`src/rtl/mgmt_pkg.sv`:
```
package mgmt_pkg;

    typedef enum logic [2:0] {
        PH_HUNT,
        PH_START,
        PH_HDR,
        PH_READ,
        PH_WRITE,
        PH_SKIP
    } phase_e;

    localparam logic [1:0] OPC_RD = 2'b10;
    localparam logic [1:0] OPC_WR = 2'b01;

endpackage

```
`src/rtl/mgmt_frame_fsm.sv`:
```
module mgmt_frame_fsm
    import mgmt_pkg::*;
#(
    parameter int PHY_AW  = 5,
    parameter int REG_AW  = 5,
    parameter int DW      = 16,
    parameter int PRE_LEN = 32
) (
    input  logic              clk,
    input  logic              rst_n,
    input  logic [PHY_AW-1:0] strap,
    input  logic              mdio_in,
    output logic [REG_AW-1:0] rd_addr,
    input  logic [DW-1:0]     rd_data,
    output logic              wr_en,
    output logic [REG_AW-1:0] wr_addr,
    output logic [DW-1:0]     wr_data,
    output logic              mdio_oe,
    output logic              mdio_out,
    output phase_e            phase
);

    localparam int OP_W       = 2;
    localparam int HDR_BITS   = OP_W + PHY_AW + REG_AW;
    localparam int TA_BITS    = 2;
    localparam int DATA_FIRST = HDR_BITS + TA_BITS;
    localparam int LAST_IDX   = DATA_FIRST + DW - 1;
    localparam int BCW        = $clog2(LAST_IDX + 1);
    localparam int PCW        = $clog2(PRE_LEN + 1);

    typedef struct packed {
        phase_e                ph;
        logic [PCW-1:0]        pre_cnt;
        logic [BCW-1:0]        idx;
        logic [HDR_BITS-1:0]   hdr;
        logic [DW-1:0]         data;
        logic                  oe;
        logic                  dout;
        logic                  wr_en;
    } fsm_st_t;

    fsm_st_t st_d, st_q;

    logic [HDR_BITS-1:0] hdr_nx;
    logic [OP_W-1:0]     op_nx;
    logic [PHY_AW-1:0]   pa_nx;
    logic                addr_hit;

    assign hdr_nx   = {st_q.hdr[HDR_BITS-2:0], mdio_in};
    assign op_nx    = hdr_nx[HDR_BITS-1 -: OP_W];
    assign pa_nx    = hdr_nx[REG_AW +: PHY_AW];
    assign addr_hit = (pa_nx == '0) || (pa_nx == strap);
    assign rd_addr  = hdr_nx[REG_AW-1:0];

    always_comb begin
        st_d       = st_q;
        st_d.wr_en = 1'b0;
        case (st_q.ph)
            PH_HUNT: begin
                if (mdio_in) begin
                    if (st_q.pre_cnt != PCW'(PRE_LEN))
                        st_d.pre_cnt = st_q.pre_cnt + PCW'(1);
                end else if (st_q.pre_cnt == PCW'(PRE_LEN)) begin
                    st_d.ph      = PH_START;
                    st_d.pre_cnt = '0;
                end else begin
                    st_d.pre_cnt = '0;
                end
            end
            PH_START: begin
                st_d.pre_cnt = '0;
                st_d.idx     = '0;
                st_d.hdr     = '0;
                st_d.ph      = mdio_in ? PH_HDR : PH_HUNT;
            end
            PH_HDR: begin
                st_d.hdr = hdr_nx;
                st_d.idx = st_q.idx + BCW'(1);
                if (st_q.idx == BCW'(HDR_BITS - 1)) begin
                    if (addr_hit && op_nx == OPC_RD) begin
                        st_d.ph   = PH_READ;
                        st_d.data = rd_data;
                    end else if (addr_hit && op_nx == OPC_WR) begin
                        st_d.ph = PH_WRITE;
                    end else begin
                        st_d.ph = PH_SKIP;
                    end
                end
            end
            PH_READ: begin
                st_d.idx = st_q.idx + BCW'(1);
                if (st_q.idx == BCW'(HDR_BITS)) begin
                    st_d.oe   = 1'b1;
                    st_d.dout = 1'b0;
                end else if (st_q.idx == BCW'(LAST_IDX)) begin
                    st_d.oe      = 1'b0;
                    st_d.dout    = 1'b0;
                    st_d.ph      = PH_HUNT;
                    st_d.pre_cnt = '0;
                end else begin
                    st_d.dout = st_q.data[DW-1];
                    st_d.data = {st_q.data[DW-2:0], 1'b0};
                end
            end
            PH_WRITE: begin
                st_d.idx = st_q.idx + BCW'(1);
                if (st_q.idx >= BCW'(DATA_FIRST))
                    st_d.data = {st_q.data[DW-2:0], mdio_in};
                if (st_q.idx == BCW'(LAST_IDX)) begin
                    st_d.wr_en   = 1'b1;
                    st_d.ph      = PH_HUNT;
                    st_d.pre_cnt = '0;
                end
            end
            PH_SKIP: begin
                st_d.idx = st_q.idx + BCW'(1);
                if (st_q.idx == BCW'(LAST_IDX)) begin
                    st_d.ph      = PH_HUNT;
                    st_d.pre_cnt = '0;
                end
            end
            default: begin
                st_d.ph      = PH_HUNT;
                st_d.pre_cnt = '0;
                st_d.oe      = 1'b0;
            end
        endcase
    end

    always_ff @(posedge clk or negedge rst_n) begin
        if (!rst_n) begin
            st_q <= '{ph: PH_HUNT, default: '0};
        end else begin
            st_q <= st_d;
        end
    end

    assign wr_en    = st_q.wr_en;
    assign wr_addr  = st_q.hdr[REG_AW-1:0];
    assign wr_data  = st_q.data;
    assign mdio_oe  = st_q.oe;
    assign mdio_out = st_q.dout;
    assign phase    = st_q.ph;

endmodule

```
`src/rtl/mgmt_reg_bank.sv`:
```
module mgmt_reg_bank #(
    parameter int          REG_AW     = 5,
    parameter int          DW         = 16,
    parameter logic [15:0] CTRL_RESET = 16'h3100,
    parameter logic [15:0] STATUS_VAL = 16'h7849,
    parameter logic [15:0] ID_HI      = 16'h1A2B,
    parameter logic [15:0] ID_LO      = 16'h3C4D
) (
    input  logic              clk,
    input  logic              rst_n,
    input  logic [REG_AW-1:0] rd_addr,
    output logic [DW-1:0]     rd_data,
    input  logic              wr_en,
    input  logic [REG_AW-1:0] wr_addr,
    input  logic [DW-1:0]     wr_data,
    output logic [DW-1:0]     ctrl_reg
);

    localparam logic [REG_AW-1:0] A_CTRL   = REG_AW'(0);
    localparam logic [REG_AW-1:0] A_STATUS = REG_AW'(1);
    localparam logic [REG_AW-1:0] A_ID_HI  = REG_AW'(2);
    localparam logic [REG_AW-1:0] A_ID_LO  = REG_AW'(3);

    logic [DW-1:0] ctrl_d, ctrl_q;

    always_comb begin
        ctrl_d = ctrl_q;
        if (wr_en && wr_addr == A_CTRL)
            ctrl_d = wr_data;
    end

    always_ff @(posedge clk or negedge rst_n) begin
        if (!rst_n) ctrl_q <= DW'(CTRL_RESET);
        else        ctrl_q <= ctrl_d;
    end

    always_comb begin
        case (rd_addr)
            A_CTRL:   rd_data = ctrl_q;
            A_STATUS: rd_data = DW'(STATUS_VAL);
            A_ID_HI:  rd_data = DW'(ID_HI);
            A_ID_LO:  rd_data = DW'(ID_LO);
            default:  rd_data = '0;
        endcase
    end

    assign ctrl_reg = ctrl_q;

endmodule

```
`src/rtl/mgmt_serial_slave.sv`:
```
module mgmt_serial_slave
    import mgmt_pkg::*;
#(
    parameter int          PHY_AW     = 5,
    parameter int          REG_AW     = 5,
    parameter int          DW         = 16,
    parameter int          PRE_LEN    = 32,
    parameter logic [15:0] CTRL_RESET = 16'h3100,
    parameter logic [15:0] STATUS_VAL = 16'h7849,
    parameter logic [15:0] ID_HI      = 16'h1A2B,
    parameter logic [15:0] ID_LO      = 16'h3C4D
) (
    input  logic              mdc,
    input  logic              rst_n,
    input  logic [PHY_AW-1:0] phy_strap,
    input  logic              mdio_in,
    output logic              mdio_out,
    output logic              mdio_oe,
    output logic [DW-1:0]     ctrl_reg
);

    logic [REG_AW-1:0] rd_addr;
    logic [DW-1:0]     rd_data;
    logic              wr_en;
    logic [REG_AW-1:0] wr_addr;
    logic [DW-1:0]     wr_data;
    phase_e            phase;

    mgmt_frame_fsm #(
        .PHY_AW (PHY_AW),
        .REG_AW (REG_AW),
        .DW     (DW),
        .PRE_LEN(PRE_LEN)
    ) u_fsm (
        .clk     (mdc),
        .rst_n   (rst_n),
        .strap   (phy_strap),
        .mdio_in (mdio_in),
        .rd_addr (rd_addr),
        .rd_data (rd_data),
        .wr_en   (wr_en),
        .wr_addr (wr_addr),
        .wr_data (wr_data),
        .mdio_oe (mdio_oe),
        .mdio_out(mdio_out),
        .phase   (phase)
    );

    mgmt_reg_bank #(
        .REG_AW    (REG_AW),
        .DW        (DW),
        .CTRL_RESET(CTRL_RESET),
        .STATUS_VAL(STATUS_VAL),
        .ID_HI     (ID_HI),
        .ID_LO     (ID_LO)
    ) u_bank (
        .clk     (mdc),
        .rst_n   (rst_n),
        .rd_addr (rd_addr),
        .rd_data (rd_data),
        .wr_en   (wr_en),
        .wr_addr (wr_addr),
        .wr_data (wr_data),
        .ctrl_reg(ctrl_reg)
    );

endmodule

```
`config.mk`:
```
export PLATFORM = sky130hd
export DESIGN_NAME = mgmt_serial_slave
export DESIGN_NICKNAME = d
export VERILOG_FILES = /design/src/rtl/mgmt_pkg.sv /design/src/rtl/mgmt_frame_fsm.sv /design/src/rtl/mgmt_reg_bank.sv /design/src/rtl/mgmt_serial_slave.sv
export SDC_FILE = /design/constraint.sdc
export NUM_CORES = 1
export LEC_CHECK = 0
export BUFFER_PORTS_ARGS = -buffer_cell sky130_fd_sc_hd__buf_2
export CORE_MARGIN = 2
export CORE_UTILIZATION = 28
export CTS_CLUSTER_DIAMETER = 50
export DETAILED_ROUTE_END_ITERATION = 10
export PLACE_DENSITY_LB_ADDON = 0.05
export REMOVE_ABC_BUFFERS = 1
export SLEW_MARGIN = 40
export SYNTH_ARGS = -nofsm -noshare
export SYNTH_HDL_FRONTEND = slang
export SYNTH_SLANG_ARGS = --single-unit
export TNS_END_PERCENT = 100
```
`constraint.sdc`:
```
create_clock -name mdc -period 5.3 [get_ports mdc]
set_input_delay 0.53 -clock mdc [delete_from_list [all_inputs] [get_ports mdc]]
set_output_delay 0.53 -clock mdc [all_outputs]
set_load 0.005 [all_outputs]
```
==> flow_summary_export.csv <==
group,metric,value,unit
floorplanning,fp.dieH,111,um
detailed_routing,wl,7.76,mm
worst_setup_path,max_stage_delay,0.65,ns
sta,layout_min_cycle_time,2.46,ns
worst_setup_path,r2r_slack,2.84,ns
sta,tightest_slew,0.753,ns
power,ir_drop,0.000176,V
layout,syn_to_final_growth,16.4,%
detailed_routing,drt_iter0_markers,88,
place,dp_hpwl,5.04,mm
sta,slew_headroom,49.7,%
layout,final_cell_mix,"55 x dfrtp_1, 27 x o21ai_0, 26 x a22o_1",
sta,fin_skew,0.00754,ns
sta,setup_viol,0,
global_route,antenna_found_initial,0,
detailed_routing,final_antenna_net_count,0,
sta,hold_viol,0,
clocking,cts_hold_buf,0,
worst_setup_path,slowest_stage,"dfrtp_1",
hold_path,worstHoldPathType,"in -> async",
worst_setup_path,crit_family,"compound AO/OA/AOI/OAI gates",
global_route,grt_max_degree,61,
floorplanning,ios,26,
sta,fin_crit_sh,46.5,%
power,power.switching,0.620,mW
worst_setup_path,startpoint_type,"flip-flop",
place,port_buffers,25,
layout,fin_nets,331,
synthesis,netlist_area,3220,um^2
clocking,clock_sinks,60,
worst_setup_path,r2r_end,"u_fsm.wr_data[8]$_DFFE_PN0P_",
detailed_routing,via_per_inst,4.99,
power,power_frac_clock,30.9,%
flow_run,max-cap-violations,0,
layout,n_antenna_cell,0,
worst_setup_path,required,5.51,ns
synthesis,yosysSeqAreaShare,46.7,%
sta,fin_setup_tns,0,ns
layout,final_common_cell,"dfrtp_1",
worst_setup_path,worst_ep_arrival_time,2.67,ns
synthesis,async_reset_ff_share,100,%
power,p_per_area,460,nW/um^2
synthesis,synth_edf_count,0,
clocking,htreeDepth,3,
floorplanning,core_area,11300,um^2
detailed_routing,drc,0,
worst_setup_path,rr_worst_depth,5,
worst_setup_path,crit_chain,"or3b_1 -> a21oi_1 -> a21oi_1 -> a21oi_4 -> mux2_2",
floorplanning,fp-row-count,39,
clocking,clk_latency,0.33,ns
power,combPwrFrac,29.9,%
global_route,gr-usage-all-layers,13.0,%
power,power_switching_share,35.9,%
worst_setup_path,end_kind,"flip-flop",
clocking,clk_pin_slew_worst_paths,0.06,ns
global_route,grt_pass1_vias,2246,
layout,drive_above_1_share,28.9,%
clocking,post_cts_buffers,0,
power,leakagePower,1.71,nW
detailed_routing,wl_per_cell,16.7,um
synthesis,syn_inst,294,
worst_setup_path,cp_num_buf_inv,0,
synthesis,syn_avg_cell_area,11.0,um^2
clocking,root_buffer,"clkbuf_16",
clocking,cts_buffer_depth,2,
worst_setup_path,worstReg2RegStart,"u_fsm.phase[2]$_DFFE_PN0P_",
worst_setup_path,cpMostUsedCell,"a21oi_1",
sta,finalWorstSetupSlack,2.84,ns
status,outcome,"finished, final reports clean",
sta,rsz0062_at_grt,"false",
floorplanning,initial_core_util,28.5,%
global_route,grt_overflow,0,
synthesis,ys.flop_type,"dfrtp_1",
floorplanning,dieArea,12400,um^2
clocking,tritoncts,"done",
clocking,postCtsResizedCells,0,
detailed_routing,firstDrtPassIters,4,
worst_setup_path,critPathMaxFanout,16,
synthesis,ys_warn_count,0,
power,p_int,1.11,mW
power,power_frac_seq,39.2,%
floorplanning,die_w,111,um
synthesis,ys_types,54,
worst_setup_path,crit_type,"reg -> reg",
synthesis,ys_ff_latch,60,
detailed_routing,vias,2319,
clocking,cts_made_buffers,9,
sta,max_freq,406,MHz
place,place.gp.congestion,0.718,
place,dp_worst_setup_slack,2.70,ns
sta,report.final.slew_viol_count,0,
global_route,grt_pass1_wl,12.7,mm
final cells by class:
| class | instances | area [um^2] |
|---|---|---|
| clock buffer | 12 | 246 |
| clock inverter | 4 | 25.0 |
| fill | 1169 | 7570 |
| inverter | 7 | 26.3 |
| multi-input combinational | 211 | 1610 |
| sequential | 60 | 1510 |
| tap | 143 | 179 |
| timing repair buffer | 28 | 159 |
per-stage QoR:
step	hold WS [ns]	utilization [%]	instance area, um^2	power (mW)	instances
CTS	0.408	33.1	3750	1.75	465
floorplan	0.234	-	3130	1.02	278
finish	0.268	33.1	3750	1.73	465
detailed placement	0.479	30.7	3470	1.21	449
global placement	0.474	30.5	3450	1.20	448
global route	0.320	33.1	3750	1.86	465
Yosys cell counts (2+ instances only):
| cell | instances | area (um^2) |
|---|---|---|
| dfrtp_1 | 57 | 1430 |
| o21ai_0 | 27 | 135 |
| a22o_1 | 26 | 228 |
| mux2_2 | 25 | 282 |
| nand2_1 | 23 | 86.3 |
| nor2_1 | 12 | 45.0 |
| mux2_4 | 10 | 150 |
| a21oi_1 | 8 | 40.0 |
| clkbuf_1 | 8 | 30.0 |
| nand2b_1 | 7 | 43.8 |
| nor3_1 | 7 | 35.0 |
| buf_2 | 6 | 30.0 |
| ha_1 | 6 | 75.1 |
| inv_1 | 6 | 22.5 |
| o31ai_1 | 6 | 45.0 |
| nand3_1 | 5 | 25.0 |
| xor2_1 | 5 | 43.8 |
| a221oi_1 | 4 | 35.0 |
| dfstp_2 | 3 | 78.8 |
| mux2i_1 | 3 | 30.0 |
| nor2b_1 | 3 | 18.8 |
| a211oi_1 | 2 | 15.0 |
| and2_1 | 2 | 12.5 |
| nand3b_1 | 2 | 15.0 |
| nand4_1 | 2 | 12.5 |
cells by family after synthesis:
kind of cell | count (synthesis) | share of synthesized area, %
buffers and inverters | 23 | 3.53
DFF | 60 | 46.7
xor gates and xnor gates | 5 | 1.36
AOI/OAI and AO/OA | 84 | 18.6
and+or+nand+nor | 78 | 13.2
adders and majority gates | 6 | 2.33
muxes | 38 | 14.3
worst max path at each step:
stage,startpoint,endpoint,cells after the start
6_report,u_fsm.phase[2]$_DFFE_PN0P_,u_fsm.wr_data[8]$_DFFE_PN0P_,5
5_1_grt,u_fsm.phase[2]$_DFFE_PN0P_,u_fsm.wr_data[11]$_DFFE_PN0P_,5
4_1_cts,u_fsm.phase[0]$_DFFE_PN0P_,u_fsm.wr_data[8]$_DFFE_PN0P_,5
3_5_place_dp,u_fsm.phase[0]$_DFFE_PN0P_,u_fsm.wr_data[7]$_DFFE_PN0P_,5
3_3_place_gp,u_fsm.phase[1]$_DFFE_PN0P_,u_fsm.wr_data[7]$_DFFE_PN0P_,5
2_1_floorplan,u_fsm.phase[1]$_DFFE_PN0P_,u_fsm.wr_data[4]$_DFFE_PN0P_,5
metal layers:
metal | GRT usage [%] | up-vias | part of all wire, %
met2 | 18.1 | 26 | 44
met5 | 0 | - | 0
met1 | 19.1 | 1143 | 52
met4 | 5.43 | 0 | 1.9
met3 | 3.28 | 11 | 2.2
li1 | - | 1139 | -
power by group through the flow:
stage | clock network, mW | registers [mW] | logic [mW]
after floorplan | 0 | 0.635 | 0.390
after global placement | 0 | 0.684 | 0.519
after detailed placement | 0 | 0.684 | 0.522
after CTS | 0.550 | 0.677 | 0.525
after global routing | 0.578 | 0.697 | 0.580
final | 0.533 | 0.677 | 0.517
Power figures use the tool's default switching activity.
